<file path="src/rtl/baud_tick_pkg.sv">
package baud_tick_pkg;
  localparam int CTRL_W = 8;
  localparam int SEL_W  = 2;
  localparam int DIV_W  = 5;

  typedef struct packed {
    logic             restart;
    logic [SEL_W-1:0] srcSel;
    logic [DIV_W-1:0] divisor;
    logic             divLegal;
  } ctrlStrobes_t;
endpackage

</file>
<file path="src/rtl/baud_tick_ctrl.sv">
module baud_tick_ctrl
  import baud_tick_pkg::*;
#(
  parameter logic [CTRL_W-1:0] RESET_VAL = 8'h1F,
  parameter int                MIN_DIV   = 8,
  parameter int                SPARE_BIT = 5
) (
  input  logic              clk,
  input  logic              rstN,
  input  logic              wrEn,
  input  logic [CTRL_W-1:0] wrData,
  output logic [CTRL_W-1:0] rdData,
  output logic              cfgError,
  output ctrlStrobes_t      strb
);
  localparam logic [CTRL_W-1:0] KEEP_MASK = ~(CTRL_W'(1) << SPARE_BIT);
  localparam int SEL_LSB = CTRL_W - SEL_W;

  logic [CTRL_W-1:0] ctrlReg;

  always_ff @(posedge clk or negedge rstN) begin
    if (!rstN)     ctrlReg <= RESET_VAL & KEEP_MASK;
    else if (wrEn) ctrlReg <= wrData & KEEP_MASK;
  end

  always_comb begin
    strb.restart  = wrEn;
    strb.srcSel   = ctrlReg[CTRL_W-1:SEL_LSB];
    strb.divisor  = ctrlReg[DIV_W-1:0];
    strb.divLegal = (int'(ctrlReg[DIV_W-1:0]) >= MIN_DIV);
  end

  assign rdData   = ctrlReg;
  assign cfgError = !strb.divLegal;
endmodule

</file>
<file path="src/rtl/baud_tick_datapath.sv">
module baud_tick_datapath
  import baud_tick_pkg::*;
#(
  parameter int TAP0_LOG = 1,
  parameter int TAP1_LOG = 3,
  parameter int TAP2_LOG = 5,
  parameter int SYNC_LEN = 2
) (
  input  logic         clk,
  input  logic         rstN,
  input  ctrlStrobes_t strb,
  input  logic         timerIn,
  output logic         baudTick
);
  localparam int NUM_TAPS = 3;
  localparam int PRE_W    = TAP2_LOG;

  function automatic int tapLog(input int idx);
    case (idx)
      0:       return TAP0_LOG;
      1:       return TAP1_LOG;
      default: return TAP2_LOG;
    endcase
  endfunction

  logic [PRE_W-1:0]    preCnt;
  logic [NUM_TAPS-1:0] tapEn;
  logic [SYNC_LEN:0]   tmrHist;
  logic                tmrEdge;
  logic                baseEn;
  logic [DIV_W-1:0]    divCnt;
  logic                divWrap;
  logic                tickQ;

  // free-running prescaler, cleared by a register write
  always_ff @(posedge clk or negedge rstN) begin
    if (!rstN)             preCnt <= '0;
    else if (strb.restart) preCnt <= '0;
    else                   preCnt <= preCnt + PRE_W'(1);
  end

  for (genvar t = 0; t < NUM_TAPS; t++) begin : g_tap
    assign tapEn[t] = &preCnt[tapLog(t)-1:0];
  end

  // synchronizer plus one extra stage for edge detection
  always_ff @(posedge clk or negedge rstN) begin
    if (!rstN) tmrHist <= '0;
    else       tmrHist <= {tmrHist[SYNC_LEN-1:0], timerIn};
  end
  assign tmrEdge = tmrHist[SYNC_LEN-1] & ~tmrHist[SYNC_LEN];

  always_comb begin
    case (strb.srcSel)
      2'd0:    baseEn = tmrEdge;
      2'd1:    baseEn = tapEn[0];
      2'd2:    baseEn = tapEn[1];
      default: baseEn = tapEn[2];
    endcase
  end

  assign divWrap = (divCnt == strb.divisor - DIV_W'(1));

  always_ff @(posedge clk or negedge rstN) begin
    if (!rstN)                              divCnt <= '0;
    else if (strb.restart || !strb.divLegal) divCnt <= '0;
    else if (baseEn)                        divCnt <= divWrap ? '0 : divCnt + DIV_W'(1);
  end

  always_ff @(posedge clk or negedge rstN) begin
    if (!rstN)             tickQ <= 1'b0;
    else if (strb.restart) tickQ <= 1'b0;
    else                   tickQ <= baseEn && strb.divLegal && divWrap;
  end

  assign baudTick = tickQ;
endmodule

</file>
<file path="src/rtl/baud_tick_gen.sv">
module baud_tick_gen
  import baud_tick_pkg::*;
#(
  parameter logic [CTRL_W-1:0] RESET_VAL = 8'h1F,
  parameter int                MIN_DIV   = 8
) (
  input  logic              clk,
  input  logic              rstN,
  input  logic              wrEn,
  input  logic [CTRL_W-1:0] wrData,
  output logic [CTRL_W-1:0] rdData,
  input  logic              timerIn,
  output logic              baudTick,
  output logic              cfgError
);
  ctrlStrobes_t strb;

  baud_tick_ctrl #(.RESET_VAL(RESET_VAL), .MIN_DIV(MIN_DIV)) ctrl_i (
    .clk(clk), .rstN(rstN), .wrEn(wrEn), .wrData(wrData),
    .rdData(rdData), .cfgError(cfgError), .strb(strb)
  );

  baud_tick_datapath dp_i (
    .clk(clk), .rstN(rstN), .strb(strb), .timerIn(timerIn), .baudTick(baudTick)
  );
endmodule

</file>
<file path="config.mk">
export PLATFORM = sky130hd
export DESIGN_NAME = baud_tick_gen
export DESIGN_NICKNAME = d
export VERILOG_FILES = /design/src/rtl/baud_tick_pkg.sv /design/src/rtl/baud_tick_ctrl.sv /design/src/rtl/baud_tick_datapath.sv /design/src/rtl/baud_tick_gen.sv
export SDC_FILE = /design/constraint.sdc
export NUM_CORES = 1
export LEC_CHECK = 0
export BUFFER_PORTS_ARGS = -buffer_cell sky130_fd_sc_hd__buf_2
export CAP_MARGIN = 20
export CORE_ASPECT_RATIO = 0.6
export CORE_UTILIZATION = 47
export CTS_BUF_LIST = sky130_fd_sc_hd__clkbuf_16
export CTS_CLUSTER_DIAMETER = 80
export DETAILED_ROUTE_END_ITERATION = 16
export PLACE_DENSITY = 0.73
export SYNTH_ARGS = -nofsm -noshare
export SYNTH_HDL_FRONTEND = slang
export SYNTH_SLANG_ARGS = --single-unit
export TNS_END_PERCENT = 50
</file>
<file path="constraint.sdc">
create_clock -name clk -period 1.9 [get_ports clk]
set_input_delay 0.38 -clock clk [delete_from_list [all_inputs] [get_ports clk]]
set_output_delay 0.38 -clock clk [all_outputs]
set_load 0.01 [all_outputs]
</file>
Word level (Yosys, flattened, before mapping)
Cells that the tools add are included.
{"block": "word_totals", "romBits": 0, "ram_bits": 0, "register_bits": 21, "memories": 0, "latch_bits": 0}
{"block": "op_classes", "mul": 0, "eq_ne": 3, "n_mux": 6, "shifts": 0, "order_cmp": 1, "bitwise": 2, "div": 0, "addsub": 3, "n_reduce_logical": 8}
{"cell": "$mux W5", "count": 4}
{"cell": "$add A5 B1 Y5 const B", "count": 2}
{"cell": "$eq A5 B5 Y1", "count": 1}
{"cell": "$ge A5 B4 Y1 const B", "count": 1}
{"cell": "$reduce_and A5 Y1", "count": 1}
{"cell": "$sub A5 B1 Y5 const B", "count": 1}
{"cell": "$pmux W1 S3", "count": 1}
{"cell": "$reduce_and A3 Y1", "count": 1}
{"cell": "$eq A2 B1 Y1 const B", "count": 1}
{"cell": "$eq A2 B2 Y1 const B", "count": 1}
{"cell": "$logic_and A1 B1 Y1", "count": 2}
{"cell": "$logic_not A2 Y1", "count": 1}
{"cell": "$reduce_bool A2 Y1", "count": 1}
{"cell": "$and A1 B1 Y1", "count": 1}
{"cell": "$logic_not A1 Y1", "count": 1}
{"cell": "$logic_or A1 B1 Y1", "count": 1}
{"cell": "$mux W1", "count": 1}
{"cell": "$not A1 Y1", "count": 1}

Longest topological paths before layout
{"block": "depth", "depth_word": 6, "depth_mapped": 7, "mapped_depth_nobuf": 6}

Hierarchy
Synthesis repeated with hierarchy kept, for this count alone.
{"block": "unflattened", "hier_cells": 95, "hier_area_um2": 1154.9}
{"module": "baud_tick_datapath", "n_inst": 1, "seq_area_each_um2": 350.3, "cells_per_inst": 68, "area_per_inst_um2": 775.7}
{"module": "baud_tick_ctrl", "n_inst": 1, "seq_area_each_um2": 181.4, "cells_per_inst": 27, "area_per_inst_um2": 379.1}

Worst setup path after synthesis
No wires, ideal clock.
{"block": "synth_timing", "path_type": "register to register", "start": "register ctrl_i.ctrlReg[0] (netlist: ctrl_i.rdData[0])", "end": "register dp_i.tickQ (netlist: dp_i.baudTick)", "setup_time_ns": 0.067, "arrival_time_ns": 1.889, "setup_slack_ns": -0.057, "path_stages_with_launch": 7, "required_time_ns": 1.833, "path_cell_list": "dfstp_2 -> inv_1 -> ha_1 -> nor2b_1 -> or3_1 -> a311oi_4 -> and3_1"}
{"block": "synth_via", "elab_chain_len": 4, "word_cells_on_any_way": 6}
{"item": "start: declaration", "line": "baud_tick_ctrl.sv:19", "source": "logic [CTRL_W-1:0] ctrlReg;"}
{"item": "start signal: assignment", "line": "baud_tick_ctrl.sv:22", "source": "if (!rstN) ctrlReg <= RESET_VAL & KEEP_MASK;"}
{"item": "start signal: assignment", "line": "baud_tick_ctrl.sv:23", "source": "else if (wrEn) ctrlReg <= wrData & KEEP_MASK;"}
{"item": "$sub A5 B1 Y5 or $ge A5 B4 Y1 (tied branches)", "line": "baud_tick_datapath.sv:62, baud_tick_ctrl.sv:30"}
{"item": "$eq A5 B5 Y1 or $logic_and A1 B1 Y1 (tied branches)", "line": "baud_tick_datapath.sv:62, baud_tick_datapath.sv:73"}
{"item": "$logic_and A1 B1 Y1 (*)", "line": "baud_tick_datapath.sv:73", "source": "else tickQ <= baseEn && strb.divLegal && divWrap;"}
{"item": "$mux W1 (*)", "line": "baud_tick_datapath.sv:72", "source": "else if (strb.restart) tickQ <= 1'b0;"}
{"item": "end signal: assignment", "line": "baud_tick_datapath.sv:73"}
{"item": "end: declaration", "line": "baud_tick_datapath.sv:33", "source": "logic tickQ;"}
Mark *: on every way between the ends. The rest lies on a longest branch, timed or not.
A chain may end at the register's enable or synchronous reset.

Final worst setup path
{"block": "layout_timing", "start": "register dp_i.preCnt[0]", "end": "register dp_i.divCnt[3]"}
{"block": "layout_via", "elab_chain_len": 3, "word_cells_on_any_way": 4}
{"item": "start: declaration", "line": "baud_tick_datapath.sv:26", "source": "logic [PRE_W-1:0] preCnt;"}
{"item": "start signal: assignment", "line": "baud_tick_datapath.sv:39", "source": "else preCnt <= preCnt + PRE_W'(1);"}
{"item": "$reduce_and A5 Y1 or $reduce_and A3 Y1 (tied branches)", "line": "baud_tick_datapath.sv:43", "source": "assign tapEn[t] = &preCnt[tapLog(t)-1:0];"}
{"item": "$pmux W1 S3 (*)", "line": "baud_tick_datapath.sv:54", "source": "case (strb.srcSel)"}
{"item": "$reduce_bool A2 Y1 (no source line) (*)"}
{"item": "end signal: assignment", "line": "baud_tick_datapath.sv:67", "source": "else if (baseEn) divCnt <= divWrap ? '0 : divCnt + DIV_W'(1);"}
{"item": "end: declaration", "line": "baud_tick_datapath.sv:31", "source": "logic [DIV_W-1:0] divCnt;"}
Marks and branches as above.

==> impl_results.md <==
* HPWL Detailed at 1460 um
* Core area at 1970 sq um
* Filler Cells Inserted at 152
* H-tree lvl count at 1
* Unrepaired setup endpoints after global routing: true
* DRC viols at 0
* Combinational share of power at 0.166
* R2R depth at 6
* Hold Vio Cnt, Final at 0
* Root buf cell: clkbuf_16
* Final Setup Violations at 3
* Total clock sinks at 21
* Run status: complete, but fails checks
* Final antenna diode count at 0
* Yosys warns at 0
* Hold Worst Slack at 0.0723 ns
* Max_slew headroom at 0.669
* Startpoint types: flop
* Rows at 12
* Power, Total at 1140 uW
* CTS Buffer Depth at 2
* Final min period at 1.97 ns
* GRT Residual Overflow at 0
* Antenna viol nets, final at 0
* CP Class: reg2reg
* Synth Instances at 89
* Total die area at 2400 sq um
* Distinct cells, synth at 28
* Vias per cell at 5.65
* Multi-input logic area at 562 sq um
* DR iter-0 viols at 61
* FMAX at 508 MHz
* CP cell instances: ha_2, and3_4, ha_4, mux4_2, mux2i_1, a211oi_2
* LEAKAGE at 0.000628 uW
* Data arrival, critical path at 2.13 ns
* Storage cell area at 532 sq um
* Die height at 38.4 um
* Number of max-slew violations in the final report at 0
* Skew final at 0.00542 ns
* Routed WL at 2390 um
* Pwr dens at 818 nW/um^2
* Vias in the first global route at 782
* Crit-path max cell delay at 0.58 ns
* GPL Wtd Cong at 0.761
* Sw power at 278 uW
* WP data required at 2.06 ns
* CP max FO at 6
* Critical Path Stages at 6
* CTS tree: done
* Failing checks: setup timing
* Die W at 62.6 um
* Pre-CTS WS at -0.0799 ns
* Slowest cell on crit path: mux4_2
* Synth Area per Inst at 11.7 sq um
* Drt first pass iters at 4
* Synth Net Count at 106
* Top cell family by delay on the critical path: multiplexers
* Critical path buffers and inverters at 0
* Crit path from: dp_i.preCnt[0]$_DFF_PN0_
* Reg2reg end: dp_i.divCnt[3]$_DFFE_PN0P_
* Worst slew pin tran at 0.495 ns
* Worst Hold Class: in2async
* R2r startpoint: dp_i.preCnt[0]$_DFF_PN0_
* I/O pin count at 22
* MaxCap Viol Count at 0
* Fin crit share at 1.04
* Setup crit end: dp_i.divCnt[3]$_DFFE_PN0P_
* P&R area growth vs syn at 33.9%
* Clock latency on the worst-skew pair at 0.26 ns
* Post-synthesis sequential area ratio at 0.513
* Switching fraction of total power at 0.245
* First-pass GRT wire length at 4070 um
* Final worst slack at -0.0693 ns
* Routed via count at 825
* Total GRT Usage at 0.242
* Largest net degree at the start of global routing at 22
* Synth Cell Area at 1040 sq um
* Clock power frac at 0.387
* Layout cell share with drive strength beyond 1 at 0.466
* #FFs+latches synth at 21
* Flop pwr share at 0.447
* Endpoint class of the critical path: flop
* R2R Setup Slk at -0.07 ns
* Final nets at 136
* Register clock-pin slew on the reported worst setup and hold paths at 0.06 ns
* Maximum VDD drop at 0.473 mV
* Routed length per placed instance at 16.4 um
* Initial Utilization at 0.527
* PortBufs at 19
* CTS Buf Count at 3
* Cell Int Power at 858 uW
* Final Util at 0.706
* Cts hold-fix bufs at 0
* Initial antenna violation count at 0
==> layout make-up <==
cell class | instances | share of cell area
Multi-Input combinational cell | 63 | 0.405
Sequential cell | 21 | 0.383
Timing Repair Buffer | 28 | 0.125
Clock buffer | 3 | 0.0541
Tap cell | 28 | 0.0252
Inverter | 2 | 0.00541
Clock inverter | 1 | 0.00270
==> repair_timing <==
action | in CTS | in global routing
gates resized for setup | 12 | 4
setup endpoints to repair | 6 | 6
cloned | 1 | 0
pin swaps | 8 | 5
buffers inserted | 2 | 2
==> worst register-to-register path, delay by kind of cell, from the launching register on <==
family	cells	cell delay, ns
compound gates	1	0.18
flops	1	0.41
simple gates	1	0.16
fa+ha+maj	2	0.37
mux	2	0.76
==> cell usage in the layout (no fill, tap or decap), drive strengths merged <==
cell / count
or3: 1
and3b: 1
xnor2: 3
nand3b: 1
nor3: 1
nand2: 7
o211ai: 1
clkbuf: 3
dfstp: 5
a211oi: 3
buf: 28
a311oi: 1
nor2: 4
and3: 4
nor2b: 6
mux2i: 3
o22ai: 2
ha: 5
nand3: 2
inv: 3
xor2: 3
mux2: 5
conb: 1
nor4bb: 1
mux4: 2
dfrtp: 16
o21ai: 6
==> cells by family (layout without fill, tap and decap cells) <==
group,after synthesis,in the layout,share of synthesized area
multiplexers,9,10,0.105
buffers and inverters,6,34,0.0265
flip-flops,21,21,0.513
XOR/XNOR,6,6,0.0507
AO/OA/AOI/OAI,13,13,0.0953
AND/OR/NAND/NOR,28,28,0.146
adder cells (fa/ha/maj),5,5,0.0603
other,1,1,0.00362
==> metal layers <==
| layer | global-route usage | part of all wire | up-vias |
|---|---|---|---|
| met5 | 0 | 0 | - |
| met4 | 0.0872 | 0.016 | 0 |
| met3 | 0.0744 | 0.064 | 6 |
| met2 | 0.378 | 0.45 | 30 |
| met1 | 0.324 | 0.47 | 416 |
| li1 | - | - | 373 |
==> synth_stat cells <==
| cell | instances | area, sq um |
|---|---|---|
| nor3_1 | 1 | 5.00 |
| mux2i_1 | 3 | 30.0 |
| a211oi_1 | 3 | 22.5 |
| buf_4 | 1 | 7.51 |
| o21ai_0 | 6 | 30.0 |
| conb_1 | 1 | 3.75 |
| o211ai_1 | 1 | 7.51 |
| nor4bb_1 | 1 | 10.0 |
| and3b_1 | 1 | 8.76 |
| or3_1 | 1 | 6.26 |
| ha_1 | 5 | 62.6 |
| mux2_2 | 5 | 56.3 |
| inv_1 | 2 | 7.51 |
| nor2_1 | 4 | 15.0 |
| dfstp_2 | 5 | 131 |
| mux4_2 | 1 | 22.5 |
| nor2b_1 | 6 | 37.5 |
| buf_2 | 1 | 5.00 |
| dfrtp_1 | 16 | 400 |
| a311oi_4 | 1 | 26.3 |
| nand3_1 | 2 | 10.0 |
| clkbuf_1 | 2 | 7.51 |
| o22ai_1 | 2 | 12.5 |
| xnor2_1 | 3 | 26.3 |
| and3_1 | 4 | 25.0 |
| xor2_1 | 3 | 26.3 |
| nand3b_1 | 1 | 7.51 |
| nand2_1 | 7 | 26.3 |
==> worst min-delay path by stage <==
stage / startpoint / endpoint / cells past startpoint
2_1_floorplan: rstN / ctrl_i.rdData[6]$_DFFE_PN0P_ / 0
3_3_place_gp: dp_i.tmrHist[0]$_DFF_PN0_ / dp_i.tmrHist[1]$_DFF_PN0_ / 0
3_5_place_dp: dp_i.tmrHist[0]$_DFF_PN0_ / dp_i.tmrHist[1]$_DFF_PN0_ / 0
4_1_cts: rstN / ctrl_i.rdData[7]$_DFFE_PN0P_ / 1
5_1_grt: rstN / ctrl_i.rdData[6]$_DFFE_PN0P_ / 1
6_report: rstN / dp_i.tmrHist[2]$_DFF_PN0_ / 1
==> power by group through the flow <==
stage          clock network [uW]  logic, uW  registers [uW]
6_report                      440        188             508
5_1_grt                       464        208             512
4_1_cts                       448        177             507
3_5_place_dp                    0        159             511
3_3_place_gp                    0        155             509
2_1_floorplan                   0       94.8             516
==> flip-flops by register name, indices dropped and copies added, names as in the netlist <==
register,flops
dp_i.divCnt,5
ctrl_i.rdData,7
dp_i.tmrHist,3
dp_i.baudTick,1
dp_i.preCnt,5
==> per-stage QoR <==
step	cell area [sq um]	TNS [ns]	instances
after detailed placement	1190	-0.358	137
final	1390	-0.115	146
after global placement	1190	-0.127	137
after CTS	1360	0	144
after floorplan	1050	-0.00699	89
after global routing	1390	-0.383	146
Power figures use the tool's default switching activity.
